<file path="src/rtl/lcd_clk_pkg.sv">
package lcd_clk_pkg;

    localparam int BUS_W      = 8;
    localparam int PIX_DIV_W  = 6;
    localparam int ACD_RATE_W = 4;

    // byte offsets decoded by the register file
    localparam logic [BUS_W-1:0] OFS_ACD_RATE = 8'h23;
    localparam logic [BUS_W-1:0] OFS_PIX_DIV  = 8'h25;
    localparam logic [BUS_W-1:0] OFS_CTRL     = 8'h27;

    // control byte fields
    localparam int CTRL_EN_BIT    = 7;
    localparam int CTRL_BURST_BIT = 6;
    localparam int CTRL_SRC_BIT   = 0;

    typedef enum logic [1:0] {
        SEL_NONE = 2'd0,
        SEL_ACD  = 2'd1,
        SEL_PIX  = 2'd2,
        SEL_CTRL = 2'd3
    } reg_sel_e;

    typedef enum logic {
        SRC_PLL = 1'b0,
        SRC_ALT = 1'b1
    } clk_src_e;

    function automatic reg_sel_e decode_addr(input logic [BUS_W-1:0] addr);
        reg_sel_e sel;
        case (addr)
            OFS_ACD_RATE: sel = SEL_ACD;
            OFS_PIX_DIV:  sel = SEL_PIX;
            OFS_CTRL:     sel = SEL_CTRL;
            default:      sel = SEL_NONE;
        endcase
        return sel;
    endfunction

    function automatic logic pick_tick(input clk_src_e src, input logic t_pll,
                                       input logic t_alt);
        return (src == SRC_ALT) ? t_alt : t_pll;
    endfunction

endpackage

</file>
<file path="src/rtl/lcd_cfg_regs.sv">
module lcd_cfg_regs
    import lcd_clk_pkg::*;
#(
    parameter int DW     = BUS_W,
    parameter int DIV_W  = PIX_DIV_W,
    parameter int RATE_W = ACD_RATE_W
) (
    input  logic              clk,
    input  logic              rst,
    input  logic              we,
    input  logic [DW-1:0]     addr,
    input  logic [DW-1:0]     wdata,
    output logic [DW-1:0]     rdata,
    output logic [RATE_W-1:0] rate_cfg,
    output logic [DIV_W-1:0]  div_cfg,
    output logic [DW-1:0]     ctrl_cfg
);
    localparam int RATE_PAD = DW - RATE_W;
    localparam int DIV_PAD  = DW - DIV_W;

    reg_sel_e sel;

    always_comb sel = decode_addr(addr);

    always_ff @(posedge clk) begin
        if (rst) begin
            rate_cfg <= '0;
            div_cfg  <= '0;
            ctrl_cfg <= '0;
        end else if (we) begin
            case (sel)
                SEL_ACD:  rate_cfg <= wdata[RATE_W-1:0];
                SEL_PIX:  div_cfg  <= wdata[DIV_W-1:0];
                SEL_CTRL: ctrl_cfg <= wdata;
                default:  ;
            endcase
        end
    end

    always_comb begin
        case (sel)
            SEL_ACD:  rdata = {{RATE_PAD{1'b0}}, rate_cfg};
            SEL_PIX:  rdata = {{DIV_PAD{1'b0}}, div_cfg};
            SEL_CTRL: rdata = ctrl_cfg;
            default:  rdata = '0;
        endcase
    end

endmodule

</file>
<file path="src/rtl/lcd_pix_div.sv">
module lcd_pix_div #(
    parameter int DIV_W = 6
) (
    input  logic             clk,
    input  logic             rst,
    input  logic             active,
    input  logic             tick,
    input  logic [DIV_W-1:0] div_cfg,
    output logic             pix_en
);
    logic [DIV_W-1:0] cnt_q;
    logic [DIV_W-1:0] ratio_q;   // divider value in use for this period
    logic             wrap;

    // a zero ratio wraps on every tick, which is the bypass path
    always_comb wrap = (ratio_q == '0) || (cnt_q == ratio_q);
    always_comb pix_en = active && tick && wrap;

    always_ff @(posedge clk) begin
        if (rst) begin
            cnt_q   <= '0;
            ratio_q <= '0;
        end else if (!active) begin
            cnt_q   <= '0;
            ratio_q <= div_cfg;
        end else if (tick) begin
            if (wrap) begin
                cnt_q   <= '0;
                ratio_q <= div_cfg;
            end else begin
                cnt_q <= cnt_q + 1'b1;
            end
        end
    end

endmodule

</file>
<file path="src/rtl/lcd_acd_gen.sv">
module lcd_acd_gen #(
    parameter int RATE_W = 4
) (
    input  logic              clk,
    input  logic              rst,
    input  logic              active,
    input  logic              flm,
    input  logic [RATE_W-1:0] rate_cfg,
    output logic              acd
);
    logic [RATE_W-1:0] cnt_q;
    logic [RATE_W-1:0] rate_q;
    logic              acd_q;
    logic              wrap;

    always_comb wrap = (cnt_q == rate_q);
    always_comb acd = acd_q;

    always_ff @(posedge clk) begin
        if (rst) begin
            cnt_q  <= '0;
            rate_q <= '0;
            acd_q  <= 1'b0;
        end else if (!active) begin
            cnt_q  <= '0;
            rate_q <= rate_cfg;
            acd_q  <= 1'b0;
        end else if (flm) begin
            if (wrap) begin
                cnt_q  <= '0;
                rate_q <= rate_cfg;
                acd_q  <= ~acd_q;
            end else begin
                cnt_q <= cnt_q + 1'b1;
            end
        end
    end

endmodule

</file>
<file path="src/rtl/lcd_clk_ctrl.sv">
module lcd_clk_ctrl
    import lcd_clk_pkg::*;
#(
    parameter int DIV_W  = PIX_DIV_W,
    parameter int RATE_W = ACD_RATE_W
) (
    input  logic             clk,
    input  logic             rst,
    input  logic             bus_we,
    input  logic [BUS_W-1:0] bus_addr,
    input  logic [BUS_W-1:0] bus_wdata,
    output logic [BUS_W-1:0] bus_rdata,
    input  logic             pll_tick,
    input  logic             alt_tick,
    input  logic             flm_pulse,
    output logic             pix_en,
    output logic             acd,
    output logic             lcd_active,
    output logic             burst16
);
    logic [RATE_W-1:0] rate_cfg;
    logic [DIV_W-1:0]  div_cfg;
    logic [BUS_W-1:0]  ctrl_cfg;
    logic              active_q;
    logic              src_tick;
    clk_src_e          src_sel;

    lcd_cfg_regs #(
        .DW    (BUS_W),
        .DIV_W (DIV_W),
        .RATE_W(RATE_W)
    ) u_regs (
        .clk     (clk),
        .rst     (rst),
        .we      (bus_we),
        .addr    (bus_addr),
        .wdata   (bus_wdata),
        .rdata   (bus_rdata),
        .rate_cfg(rate_cfg),
        .div_cfg (div_cfg),
        .ctrl_cfg(ctrl_cfg)
    );

    // enable is sampled only on a frame marker, in both directions
    always_ff @(posedge clk) begin
        if (rst)            active_q <= 1'b0;
        else if (flm_pulse) active_q <= ctrl_cfg[CTRL_EN_BIT];
    end

    always_comb begin
        src_sel  = clk_src_e'(ctrl_cfg[CTRL_SRC_BIT]);
        src_tick = pick_tick(src_sel, pll_tick, alt_tick);
    end

    lcd_pix_div #(.DIV_W(DIV_W)) u_div (
        .clk    (clk),
        .rst    (rst),
        .active (active_q),
        .tick   (src_tick),
        .div_cfg(div_cfg),
        .pix_en (pix_en)
    );

    lcd_acd_gen #(.RATE_W(RATE_W)) u_acd (
        .clk     (clk),
        .rst     (rst),
        .active  (active_q),
        .flm     (flm_pulse),
        .rate_cfg(rate_cfg),
        .acd     (acd)
    );

    always_comb begin
        lcd_active = active_q;
        burst16    = ctrl_cfg[CTRL_BURST_BIT];
    end

endmodule

</file>
<file path="config.mk">
export PLATFORM = sky130hd
export DESIGN_NAME = lcd_clk_ctrl
export DESIGN_NICKNAME = d
export VERILOG_FILES = /design/src/rtl/lcd_clk_pkg.sv /design/src/rtl/lcd_cfg_regs.sv /design/src/rtl/lcd_pix_div.sv /design/src/rtl/lcd_acd_gen.sv /design/src/rtl/lcd_clk_ctrl.sv
export SDC_FILE = /design/constraint.sdc
export NUM_CORES = 1
export LEC_CHECK = 0
export BUFFER_PORTS_ARGS = -buffer_cell sky130_fd_sc_hd__clkbuf_2
export CAP_MARGIN = 20
export CORE_ASPECT_RATIO = 0.5
export CORE_MARGIN = 2
export CORE_UTILIZATION = 51
export DETAILED_ROUTE_END_ITERATION = 10
export PLACE_DENSITY = 0.73
export SYNTH_ARGS = -nofsm -noshare
export SYNTH_HDL_FRONTEND = slang
export SYNTH_SLANG_ARGS = --single-unit
</file>
<file path="constraint.sdc">
create_clock -name clk -period 3.8 [get_ports clk]
set_input_delay 0.19 -clock clk [delete_from_list [all_inputs] [get_ports clk]]
set_output_delay 0.19 -clock clk [all_outputs]
set_load 0.1 [all_outputs]
</file>
======== After elaboration in Yosys (flattened, before gate mapping) ========
Cells that the tools add are included.
cells by class
  add/subtract/negate cells ............... 2
  multipliers ............................. 0
  divide/modulo/power cells ............... 0
  magnitude comparators ................... 0
  eq/ne operators ......................... 12
  shift-type cells ........................ 0
  multiplexer cells ....................... 11
  bitwise logic cells ..................... 2
  reduce and logical (&&, ||, !) cells .... 11
operators with widths
  operator                                               number
  == test 8 x 6 -> 1 bit, second input constant          3
  two-way mux 6 bit                                      4
  one-hot mux 8 bit (3 select lines)                     1
  two-way mux 4 bit                                      4
  AND reduction 2 bit                                    6
  adder 6 x 1 -> 6 bit, second input constant            1
  == test 6 bit                                          1
  zero test 6 bit                                        1
  inequality test 2 x 1 -> 1 bit, second input constant  3
  one-hot mux 2 bit (3 select lines)                     1
  adder 4 x 1 -> 4 bit, second input constant            1
  == test 2 bit, second input constant                   2
  == test 4 bit                                          1
  == test 2 x 1 -> 1 bit, second input constant          1
  logical AND 1 bit                                      2
  inequality test 2 bit, second input constant           1
  inverter 1 bit                                         2
  OR reduction 2 bit                                     1
  logical OR 1 bit                                       1
  two-way mux 1 bit                                      1
storage, ports and cells
  register bits ........................... 40
  latch bits .............................. 0
  memory bits (writable) .................. 0
  ROM bits ................................ 0
  bits of input ports ..................... 22
  output and inout bits ................... 12
  memories kept ........................... 0

======== Longest topological paths before layout ========
Gate-level depths: netlist of the first run.
  depth after elaboration ................. 5
  gate-level depth with buffers ........... 5

======== Modules after synthesis ========
Synthesis of the first run repeated with hierarchy kept, for this count alone.
unflattened totals
  cells, all modules ...................... 236
  area, all modules ....................... 2220.9 µm²
by module, submodules not included
  module        instances  cells an instance  area an instance (µm²)
  lcd_cfg_regs  1          99                 1012.2
  lcd_pix_div   1          68                 653.1
  lcd_acd_gen   1          65                 506.7
  lcd_clk_ctrl  1          4                  48.8

======== Worst setup path after synthesis of the first run ========
No wires, ideal clock.
  path type ............................... register to output
  start point ............................. reg active_q (netlist: lcd_active)
  end point ............................... out pix_en
  arrival ................................. 3318 ps
  path slack .............................. 292 ps
  cell stages (with the launch flop) ...... 3
  path through ............................ dfxtp_1 inv_1 nor3_1
on the way
  longest elaborated chain between the ends .. 2
RTL lines
  item                            RTL line            source
  start: declaration              lcd_clk_ctrl.sv:24  logic active_q;
  start signal: assignment        lcd_clk_ctrl.sv:47  else if (flm_pulse) active_q <= ctrl_cfg[CTRL_EN_BIT];
  logical AND 1 bit (2 in a row)  lcd_pix_div.sv:17   always_comb pix_en = active && tick && wrap;
  end: declaration                lcd_clk_ctrl.sv:16  output logic pix_en,
No other way between the ends.

======== Worst setup path in the final report of the first run ========
  start point ............................. reg u_div.cnt_q[2]
  end point ............................... out pix_en
on the way
  longest elaborated chain between the ends .. 3
RTL lines
  item                      RTL line           source
  start: declaration        lcd_pix_div.sv:11  logic [DIV_W-1:0] cnt_q;
  start signal: assignment  lcd_pix_div.sv:31  cnt_q <= cnt_q + 1'b1;
  == test 6 bit             lcd_pix_div.sv:16  always_comb wrap = (ratio_q == '0) || (cnt_q == ratio_q);
  logical OR 1 bit          lcd_pix_div.sv:16
  logical AND 1 bit         lcd_pix_div.sv:17
No other way between the ends.

==> results of run 1 <==
[path summary, 6_finish.rpt]
path	startpoint	to	slack [ns]	cells after the start
worst max-delay path	u_div.cnt_q[2]	pix_en	1.46	5
worst min-delay path	bus_wdata[7]	u_regs.ctrl_cfg[7]	0.16	3
worst max register to register	u_regs.ctrl_cfg[0]	u_div.ratio_q[4]	2.01	4
worst min register to register	u_regs.ctrl_cfg[1]	u_regs.ctrl_cfg[1]	0.48	2
[critical path, cell delays in order (launching register included)]
cell and delay (ns):
dfxtp_1 0.35, xor2_1 0.18, nor4_2 0.48, a21oi_1 0.13, nor3_1 0.23, clkbuf_2 0.50
[flip-flops by register name, summed over array words and instances (netlist names)]
| name | cells |
|---|---|
| u_div.cnt_q | 6 |
| lcd_active | 1 |
| u_regs.ctrl_cfg | 8 |
| u_div.ratio_q | 6 |
| u_regs.div_cfg | 6 |
| u_acd.cnt_q | 4 |
| u_regs.rate_cfg | 4 |
| u_acd.rate_q | 4 |
| u_acd.acd | 1 |
[through the flow]
| step | hold slack [ns] | total power [mW] | std cells | utilization [%] | setup slack, ns |
|---|---|---|---|---|---|
| after floorplan | 0.337 | 0.453 | 221 | - | 0.292 |
| after global placement | 0.435 | 0.469 | 299 | 57.9 | 1.85 |
| after detailed placement | 0.458 | 0.471 | 299 | 57.9 | 1.78 |
| after CTS | 0.164 | 0.755 | 307 | 60.3 | 1.48 |
| after global routing | 0.153 | 0.779 | 307 | 60.3 | 1.32 |
| final | 0.163 | 0.750 | 307 | 60.3 | 1.46 |
[routing by layer]
layer / vias up / wire [µm] / GRT usage, %
li1: 812 / - / -
met1: 760 / 2160 / 28.2
met2: 41 / 1820 / 29.0
met3: 2 / 240 / 4.95
met4: 0 / 21 / 5.07
met5: - / 0 / 0
[power by group]
part	total [mW]	switching, mW	internal (mW)	leakage [nW]
Combinational	0.0420	0.0227	0.0193	0.552
Clock	0.289	0.141	0.148	0.0455
Sequential	0.419	0.000179	0.419	0.322
[final cells by class]
type	count	share of cell area, %
Clock buffer	8	3.83
Inverter	1	0.160
Multi-Input combinational cell	171	52.1
Sequential cell	40	34.0
Tap cell	54	2.87
Timing Repair Buffer	33	7.02
[cell usage in the layout, fill, tap and decap left out]
| cell type | n |
|---|---|
| or3_1 | 1 |
| clkbuf_2 | 33 |
| nand3_1 | 1 |
| clkbuf_8 | 6 |
| o21bai_1 | 1 |
| a31oi_1 | 2 |
| nand4b_1 | 1 |
| a311o_2 | 1 |
| o21a_1 | 1 |
| mux2_2 | 1 |
| nor4b_4 | 1 |
| nor2_1 | 21 |
| a21oi_1 | 7 |
| xnor2_1 | 6 |
| a311oi_4 | 1 |
| and4_1 | 2 |
| inv_1 | 1 |
| o21ai_0 | 5 |
| xor2_1 | 12 |
| or2b_1 | 1 |
| nand2b_1 | 36 |
| nor4_2 | 1 |
| nor4_4 | 1 |
| dfxtp_1 | 40 |
| nor3_1 | 2 |
| or4_4 | 1 |
| and2_1 | 4 |
| nand4_1 | 3 |
| nor2b_1 | 6 |
| and3_1 | 6 |
| mux2i_1 | 31 |
| ha_1 | 2 |
| nand2_1 | 13 |
| clkbuf_1 | 2 |
[cells by family (layout without fill, tap and decap cells)]
group | Yosys count | count (layout)
multiplexers | 32 | 32
flip-flops | 40 | 40
AND/OR/NAND/NOR | 101 | 101
AO/OA/AOI/OAI | 18 | 18
XOR/XNOR | 18 | 18
buffers and inverters | 10 | 42
adder cells (fa/ha/maj) | 2 | 2
==> summary.txt, run 1 <==
Critical path class -> flop to output pin
Post-CTS Setup Bufs -> 0
Worst-margin pin slew -> 0.647 ns
Clk sink count -> 40
Ports -> 34
Worst setup EP type -> output pin
Initial antenna violation count -> 0
Final ANT Viol Nets -> 0
Syn Std Cell Area -> 2070 µm²
Grt ovf -> 0
Outcome -> complete, no violations
Clk buf depth -> 2
Unrepaired setup endpoints after global routing -> no
Min-Delay Path Class -> input pin to flop
Crit path required time -> 3.61 ns
Cell Area, Placed -> 2260 µm²
Crit start category -> flop
Clock Latency Late Sink -> 0.28 ns
Synth cell types -> 34
Routed Wire Length -> 4250 µm
Global-route wire length before repair -> 7090 µm
Starting density of the core -> 53.0%
Largest family of logic cells by synthesized area -> simple AND/OR/NAND/NOR gates
Max VDD drop -> 0.114 mV
# port buffers -> 33
Design area -> 2350 µm²
ANT cells -> 0
Worst Clk Skew -> 0.00393 ns
Synth top cells by count -> dfxtp_1 (40), nand2b_1 (36), mux2i_1 (31)
Die Span Y -> 49.0 µm
Wire per inst -> 13.8 µm
Vias in the first global route -> 1553
Max transition margin -> 56.9%
Mapped Cells -> 221
TritonCTS clock tree -> yes
Post-synth top area share -> 38.7%
Die ar. -> 4610 µm²
Vias per inst -> 5.26
Htree depth -> 2
Largest net degree at the start of global routing -> 45
Final nets -> 276
Peak Freq -> 0.428 GHz
Core region area -> 3900 µm²
# resized after CTS -> 0
Max-Cap Viols -> 0
Root Buffer -> clkbuf_8
Number of synthesized flops with an enable pin -> 0
Top FF cell, synth -> dfxtp_1
Final setup viols -> 0
Fill cells -> 356
Synth area leaders -> dfxtp_1 (39%), mux2i_1 (15%), nand2b_1 (11%)
Post-route DRC -> 0
Register Area -> 801 µm²
Syn_area_per_cell -> 9.36 µm²
DR pass1 iterations -> 4
Post-synth top area cell -> dfxtp_1
PwrDens -> 319 nW/µm²
CTS Buf Count -> 5
Most numerous cell in the Yosys netlist -> dfxtp_1
Gr usage total -> 19.5%
Area occupied by multi-input gates -> 1220 µm²
Final min period -> 2.34 ns
Post-synthesis mux area share -> 15.5%
Crit path max fanout -> 4
Simple-Gate Fraction of Synth Area -> 28.8%
Cell Rows -> 16
Layout cells sized above 1 -> 18.2%
Critical path data arrival time -> 2.15 ns
FFs w/ async S/R, synth -> 0%
Via count -> 1615
Leakage -> 0.920 nW
Fin crit share -> 61.5%
Xor/xnor share of the synthesized area -> 7.62%
Area grow syn2layout -> 13.7%
Sequential share of the synthesized area -> 38.7%
Reg clk slew, reported paths -> 0.08 ns
Die Span X -> 94.1 µm
Compound-Gate Fraction of Synth Area -> 6.05%
Routability Congestion -> 0.851
Syn nets -> 245
HPWL after DPL -> 3160 µm
Final Hold Viols -> 0
Synth warnings -> 0
Initial DRC count -> 63
Number of synthesized register bits -> 40
Post-cts hold buffer count -> 0
Setup total negative slack -> 0 ns
Slew Viols, Final -> 0
Area share of fa/ha/maj cells after synthesis -> 1.21%
Power figures use the tool's default switching activity.
==> run 2: changes to the inputs <==
--- a/config.mk
+++ b/config.mk
@@ -5,13 +5,14 @@
 export SDC_FILE = /design/constraint.sdc
 export NUM_CORES = 1
 export LEC_CHECK = 0
+export ABC_AREA = 1
 export BUFFER_PORTS_ARGS = -buffer_cell sky130_fd_sc_hd__clkbuf_2
 export CAP_MARGIN = 20
 export CORE_ASPECT_RATIO = 0.5
 export CORE_MARGIN = 2
 export CORE_UTILIZATION = 51
 export DETAILED_ROUTE_END_ITERATION = 10
-export PLACE_DENSITY = 0.73
+export PLACE_DENSITY = 0.74
 export SYNTH_ARGS = -nofsm -noshare
 export SYNTH_HDL_FRONTEND = slang
 export SYNTH_SLANG_ARGS = --single-unit
==> constraint.sdc (replaced) <==
create_clock -name clk -period 2.3 [get_ports clk]
set_input_delay 0.115 -clock clk [delete_from_list [all_inputs] [get_ports clk]]
set_output_delay 0.115 -clock clk [all_outputs]
set_load 0.1 [all_outputs]
==> run 2 against run 1 <==
  * Critical path type unchanged
  * Critical endpoint unchanged
  * Sequential share of layout area grew 1.3 points
  * Power grew 84%
  * Design area shrank 3.6%
  * Die area shrank 4.4%
  * Largest cell class unchanged
  * Non-clock buffer count is the same
==> summary.txt, run 2 <==
Outcome -> complete, no violations (unchanged)
Design area -> 2270 µm² (was 2350 µm²)
Starting density of the core -> 55.3% (was 53.0%)
TritonCTS clock tree -> yes (unchanged)
Most numerous cell in the Yosys netlist -> nand2_1 (was dfxtp_1)
Finished Core Util -> 63.6% (was 60.3%)
Post-CTS Setup Bufs -> 0 (unchanged)
Cell Area, Placed -> 2160 µm² (was 2260 µm²)
CTS Buf Count -> 5 (unchanged)
Critical path data arrival time -> 1.79 ns (was 2.15 ns)
Met3 Wirelength -> 306 µm (was 240 µm)
Post-Place Setup Slack -> 0.548 ns (was 1.78 ns)
Cell Rows -> 15 (was 16)
Max VDD drop -> 0.246 mV (was 0.114 mV)
Synth top cells by count -> nand2_1 (64), dfxtp_1 (40), inv_1 (38) (was dfxtp_1 (40), nand2b_1 (36), mux2i_1 (31))
Area grow syn2layout -> 15.1% (was 13.7%)
Clk sink count -> 40 (unchanged)
Synth cell types -> 24 (was 34)
Post-synth top area share -> 40.6% (was 38.7%)
Leakage -> 0.943 nW (was 0.920 nW)
Crit path required time -> 2.18 ns (was 3.61 ns)
Top FF cell, synth -> dfxtp_1 (unchanged)
Number of synthesized register bits -> 40 (unchanged)
Number of synthesized flops with an enable pin -> 0 (unchanged)
Global-route wire length before repair -> 7200 µm (was 7090 µm)
Worst Clk Skew -> 0.00594 ns (was 0.00393 ns)
Synth area leaders -> dfxtp_1 (41%), nand2_1 (12%), a21oi_1 (7.6%) (was dfxtp_1 (39%), mux2i_1 (15%), nand2b_1 (11%))
ANT cells -> 0 (unchanged)
Routability Congestion -> 0.829 (was 0.851)
Via count -> 1869 (was 1615)
Largest net degree at the start of global routing -> 20 (was 45)
Unrepaired setup endpoints after global routing -> no (unchanged)
Initial DRC count -> 63 (unchanged)
Clk buf depth -> 2 (unchanged)
Syn Std Cell Area -> 1970 µm² (was 2070 µm²)
Worst setup margin -> 0.394 ns (was 1.46 ns)
HPWL after DPL -> 3410 µm (was 3160 µm)
PwrDens -> 610 nW/µm² (was 319 nW/µm²)
FFs w/ async S/R, synth -> 0% (unchanged)
Finished Layout Cells -> 368 (was 307)
Final setup viols -> 0 (unchanged)
Max-Cap Viols -> 0 (unchanged)
Syn_area_per_cell -> 6.91 µm² (was 9.36 µm²)
Fin crit share -> 82.9%
Top Layer Used -> met4 (unchanged)
Setup total negative slack -> 0 ns (unchanged)
DR pass1 iterations -> 4 (unchanged)
Die ar. -> 4410 µm² (was 4610 µm²)
Final Hold Viols -> 0 (unchanged)
Worst setup EP type -> output pin (unchanged)
Die Span X -> 91.9 µm (was 94.1 µm)
Post-route DRC -> 0 (unchanged)
# resized after CTS -> 0 (unchanged)
Core region area -> 3570 µm² (was 3900 µm²)
Slew Viols, Final -> 0 (unchanged)
Clock Latency Late Sink -> 0.28 ns (about the same)
Most frequent cells in the layout -> nand2_1 (64), dfxtp_1 (40), inv_1 (38) (was dfxtp_1 (40), nand2b_1 (36), clkbuf_2 (33))
Synth warnings -> 0 (unchanged)
Max transition margin -> 63.5% (was 56.9%)
Routed Wire Length -> 4480 µm (was 4250 µm)
Grt ovf -> 0 (unchanged)
Peak Freq -> 0.525 GHz
# port buffers -> 33 (unchanged)
Most common cell after layout, fill and taps aside -> nand2_1 (was dfxtp_1)
Ports -> 34 (unchanged)
Vias in the first global route -> 1581 (was 1553)
Mapped Cells -> 285 (was 221)
Largest Register -> u_regs.ctrl_cfg (unchanged)
Reg clk slew, reported paths -> 0.07 ns (was 0.08 ns)
Gr usage total -> 21.4% (was 19.5%)
Sequential share of the synthesized area -> 40.6% (was 38.7%)
Critical path class -> flop to output pin (unchanged)
Post-synth top area cell -> dfxtp_1 (unchanged)
Initial antenna violation count -> 0 (unchanged)
Worst-margin pin slew -> 0.547 ns (was 0.647 ns)
Crit start category -> flop (unchanged)
Syn nets -> 309 (was 245)
Post-cts hold buffer count -> 0 (unchanged)
Root Buffer -> clkbuf_8 (unchanged)
Wire per inst -> 12.2 µm (was 13.8 µm)
Dpl cells -> 360 (was 299)
Met1 WL -> 2210 µm (was 2160 µm)
Final ANT Viol Nets -> 0 (unchanged)
Number of flip-flops in the largest register -> 8 (unchanged)
Crit path max fanout -> 4 (unchanged)
Min-Delay Path Class -> input pin to flop (unchanged)
Die Span Y -> 48.0 µm (was 49.0 µm)
Vias per inst -> 5.08 (was 5.26)
Routed wl met2 -> 1950 µm (was 1820 µm)
Htree depth -> 2 (unchanged)
Layout cells sized above 1 -> 16.4% (was 18.2%)
Final min period -> 1.91 ns
Final nets -> 340 (was 276)
-- run 2: cell count changes in the layout (fill, tap and decap cells not counted), sizes merged, moves of 8 or more --
cell,delta
inv,+40
nor2,+13
xor2,-8
nand3,+19
nand2,+53
mux2i,-31
nand2b,-36
a21oi,+23
-- run 2: path summary, 6_finish.rpt --
kind | start | to | slack (ns) | cells past startpoint
worst max-delay path | u_div.ratio_q[2] | pix_en | 0.39 | 9
worst min-delay path | bus_wdata[5] | u_regs.div_cfg[5] | 0.10 | 3
worst max register to register | lcd_active | u_div.ratio_q[2] | 0.77 | 3
worst min register to register | u_regs.ctrl_cfg[5] | u_regs.ctrl_cfg[5] | 0.46 | 2
-- run 2: logic make-up (layout without fill, tap and decap cells) --
family | after synthesis | in the layout | share of synthesized area [%]
simple gates | 140 | 140 | 32.7
fa+ha+maj | 2 | 2 | 1.27
flops | 40 | 40 | 40.6
compound gates | 48 | 48 | 13.1
buf+inv | 50 | 82 | 10.0
xor+xnor | 5 | 5 | 2.22
-- run 2: cell type report --
class / count / area [µm²]
Clock buffer: 6 / 72.6
Clock inverter: 2 / 35.0
Fill cell: 353 / 1300
Inverter: 41 / 154
Multi-Input combinational cell: 195 / 977
Sequential cell: 40 / 801
Tap cell: 51 / 63.8
Timing Repair Buffer: 33 / 165
-- run 2: critical path, cell delays in order, from the launching register on --
cell	delay (ns)
dfxtp_1	0.41
inv_1	0.06
nand2_1	0.05
nand2_1	0.04
nor2_1	0.13
nand3_1	0.11
nand2_1	0.07
nand2_1	0.07
nor2_2	0.11
clkbuf_2	0.46
-- run 2: where the power goes --
group | internal (mW) | total [mW] | switching, mW
registers | 0.699 | 0.708 | 0.00840
logic | 0.0381 | 0.119 | 0.0808
clock network | 0.322 | 0.557 | 0.235
total | 1.06 | 1.38 | 0.324
-- run 2: layer usage --
| layer | vias to the layer above | track usage, % |
|---|---|---|
| met2 | 46 | 36.3 |
| met5 | - | 0 |
| met3 | 2 | 5.20 |
| met4 | 0 | 4.48 |
| li1 | 987 | - |
| met1 | 834 | 28.8 |
-- run 2: stage by stage --
step                      hold slack, ns  power [mW]
after floorplan                    0.279       0.804
after detailed placement           0.396       0.841
after global placement             0.390       0.838
after global routing               0.112        1.44
final                              0.104        1.38
after CTS                         0.0907        1.39
==> run 3: changes to the inputs <==
--- a/config.mk
+++ b/config.mk
@@ -10,9 +10,9 @@
 export CAP_MARGIN = 20
 export CORE_ASPECT_RATIO = 0.5
 export CORE_MARGIN = 2
-export CORE_UTILIZATION = 51
+export CORE_UTILIZATION = 50
 export DETAILED_ROUTE_END_ITERATION = 10
-export PLACE_DENSITY = 0.74
+export PLACE_DENSITY = 0.75
 export SYNTH_ARGS = -nofsm -noshare
 export SYNTH_HDL_FRONTEND = slang
 export SYNTH_SLANG_ARGS = --single-unit
==> constraint.sdc (replaced) <==
create_clock -name clk -period 1.6 [get_ports clk]
set_input_delay 0.08 -clock clk [delete_from_list [all_inputs] [get_ports clk]]
set_output_delay 0.08 -clock clk [all_outputs]
set_load 0.1 [all_outputs]
==> run 3 against run 2 <==
  * The run now ends with setup timing left
  * Sequential share of layout area is 3.8 points lower
  * Combinational power up 63%
  * Largest cell class unchanged
  * Non-clock buffer count rose by 8
  * Critical path depth did not move
  * Cell count up 3.0%
  * Global-route usage is 1.0 points higher
  * Clock-buffer cell count unchanged
==> summary.txt, run 3 (same netlist as run 2, synthesis figures left out) <==
Die Span Y -> 48.4 µm (was 48.0 µm)
Outcome -> finished, violations left (was complete, no violations)
Register-to-Register Path Depth -> 8 (was 3)
Initial antenna violation count -> 0 (unchanged)
Finished Layout Cells -> 379 (was 368)
Worst setup margin -> -0.00831 ns (was 0.394 ns)
Worst Clk Skew -> 0.00383 ns (was 0.00594 ns)
Grt ovf -> 0 (unchanged)
Setup total negative slack -> -0.00831 ns (was 0 ns)
RR Endpoint -> u_div.ratio_q[5] (was u_div.ratio_q[2])
CTS Buf Count -> 5 (unchanged)
Peak Freq -> 0.622 GHz
PwrDens -> 780 nW/µm² (was 610 nW/µm²)
Wire per inst -> 12.3 µm (was 12.2 µm)
Cell Area, Placed -> 2460 µm² (was 2160 µm²)
Clock Latency Late Sink -> 0.30 ns (was 0.28 ns)
Die Span X -> 92.8 µm (was 91.9 µm)
Fill cells -> 338 (was 353)
Most frequent CP cell -> nand2_1 (unchanged)
Area grow syn2layout -> 32.3% (was 15.1%)
Die ar. -> 4490 µm² (was 4410 µm²)
Leakage -> 1.03 nW (was 0.943 nW)
Number of flip-flops in the largest register -> 8 (unchanged)
Ports -> 34 (unchanged)
Min-Delay Path Class -> input pin to flop (unchanged)
Layout cells sized above 1 -> 27.1% (was 16.4%)
Hold path depth -> 3 (unchanged)
Global-route wire length before repair -> 8040 µm (was 7200 µm)
Comb power frac -> 9.6% (was 8.6%)
Final setup viols -> 1 (was 0)
Via count -> 1949 (was 1869)
Clk sink count -> 40 (unchanged)
Slew Viols, Final -> 0 (unchanged)
Reg clk slew, reported paths -> 0.08 ns (was 0.07 ns)
Unrepaired setup endpoints after global routing -> yes (was no)
Gr usage total -> 22.4% (was 21.4%)
Area occupied by multi-input gates -> 1100 µm² (was 977 µm²)
Most frequent cells in the layout -> nand2_1 (62), inv_1 (33), nor2_1 (31) (was nand2_1 (64), dfxtp_1 (40), inv_1 (38))
CP Cell Sequence -> inv_1 -> nand2_1 -> nand2_1 -> nor2_1 -> nand3_1 -> nand2_1 -> nand2_2 -> nor2_4 -> buf_12 (was inv_1 -> nand2_1 -> nand2_1 -> nor2_1 -> nand3_1 -> nand2_1 -> nand2_1 -> nor2_2 -> clkbuf_2)
HPWL after DPL -> 3450 µm (was 3410 µm)
Critical path data arrival time -> 1.53 ns (was 1.79 ns)
Crit start category -> flop (unchanged)
DR pass1 iterations -> 4 (unchanged)
Routed Wire Length -> 4650 µm (was 4480 µm)
ANT cells -> 0 (unchanged)
Final Power -> 2.03 mW (was 1.38 mW)
GR Util met1 -> 26.6% (was 28.8%)
Final min period -> 1.61 ns
Core region area -> 3840 µm² (was 3570 µm²)
Hold path startpoint -> bus_wdata[4] (was bus_wdata[5])
Vias per inst -> 5.14 (was 5.08)
Internal power -> 1.54 mW (was 1.06 mW)
TritonCTS clock tree -> yes (unchanged)
R2R Path Start -> u_regs.ctrl_cfg[0] (was lcd_active)
Critical path class -> flop to output pin (unchanged)
Worst Hold Path EP -> u_regs.div_cfg[4] (was u_regs.div_cfg[5])
Dpl cells -> 369 (was 360)
Net Sw Power -> 496 µW (was 324 µW)
Max transition margin -> 64.2% (was 63.5%)
Grt peak-use layer -> met2 (unchanged)
Violated checks -> setup timing
Max VDD drop -> 0.542 mV (was 0.246 mV)
Most common cell after layout, fill and taps aside -> nand2_1 (unchanged)
Switching share of total power -> 24.4% (was 23.4%)
Finished Core Util -> 67.8% (was 63.6%)
Met3 layer usage reported by global route -> 6.54% (was 5.20%)
Clk buf depth -> 2 (unchanged)
Worst setup EP type -> output pin (unchanged)
Reg2reg setup slack -> 0.09 ns (was 0.77 ns)
Post-route DRC -> 0 (unchanged)
Worst-margin pin slew -> 0.536 ns (was 0.547 ns)
Largest net degree at the start of global routing -> 20 (unchanged)
CP max stage cell -> dfxtp_2 (was clkbuf_2)
# port buffers -> 33 (unchanged)
Register Area -> 821 µm² (was 801 µm²)
Clock network power share -> 40.6% (was 40.2%)
Final nets -> 348 (was 340)
Cell Rows -> 16 (was 15)
Starting density of the core -> 51.3% (was 55.3%)
Vias in the first global route -> 1895 (was 1581)
Max-Cap Viols -> 0 (unchanged)
Routability Congestion -> 0.780 (was 0.829)
Fin crit share -> 101%
Crit path max fanout -> 3 (was 4)
Final ANT Viol Nets -> 0 (unchanged)
Max incr delay on CP -> 0.35 ns (was 0.46 ns)
Htree depth -> 2 (unchanged)
Crit path required time -> 1.52 ns (was 2.18 ns)
Largest Register -> u_regs.ctrl_cfg (unchanged)
Root Buffer -> clkbuf_8 (unchanged)
Initial DRC count -> 85 (was 63)
Final Hold Viols -> 0 (unchanged)
Post-cts hold buffer count -> 0 (unchanged)
Met2 global-route usage -> 40.2% (was 36.3%)
Sequential power share -> 49.9% (was 51.2%)
Design area -> 2610 µm² (was 2270 µm²)
[run 3: changes by cell type in the layout (fill, tap and decap cells not counted), moves of 8 or more]
cell      delta
clkbuf_2     -9
buf_4        +8
buf_12       +9
dfxtp_1     -14
dfxtp_2     +13
[run 3: how the worst max path moves through the flow]
stage	start	to	depth (start not counted)
after detailed placement	u_regs.ctrl_cfg[0]	u_div.ratio_q[0]	8
after CTS	u_div.ratio_q[4]	pix_en	9
after floorplan	bus_addr[5]	bus_rdata[0]	6
final	u_div.cnt_q[5]	pix_en	9
after global routing	u_div.cnt_q[5]	pix_en	9
after global placement	u_regs.ctrl_cfg[0]	u_div.ratio_q[1]	8
[run 3: timing repair]
action	in CTS	in global routing
gates resized for setup	1	19
pin swaps	0	7
setup endpoints to repair	1	6
buffers inserted	0	2
[run 3: cell type report]
class	instances	area share, %
Sequential cell	40	31.5
Clock inverter	2	1.34
Multi-Input combinational cell	195	42.1
Inverter	41	5.90
Tap cell	54	2.59
Timing Repair Buffer	41	13.8
Clock buffer	6	2.78
[run 3: metal layers]
metal,vias up,part of all wire [%]
met4,0,0.86
met2,30,52
li1,1001,-
met5,-,0
met3,5,3.4
met1,913,44
[run 3: metrics by stage]
| stage | worst slack (ns) | hold slack, ns |
|---|---|---|
| floorplan | -0.0421 | 0.244 |
| global placement | 0.190 | 0.355 |
| detailed placement | 0.169 | 0.365 |
| CTS | 0.00777 | 0.0489 |
| global route | -0.146 | 0.0451 |
| finish | -0.00831 | 0.0558 |
[run 3: power by group through the flow]
stage | logic (mW) | clock network, mW | registers (mW)
CTS | 0.190 | 0.836 | 1.01
detailed placement | 0.189 | 0 | 1.04
finish | 0.194 | 0.824 | 1.01
global route | 0.218 | 0.874 | 1.02
floorplan | 0.109 | 0 | 1.05
global placement | 0.184 | 0 | 1.04
[run 3: worst max-delay path, delay by kind of cell, from the launching register on]
family                 cells  cell delay (ns)
buffers and inverters      2             0.24
AND/OR/NAND/NOR            7             0.65
flip-flops                 1             0.35
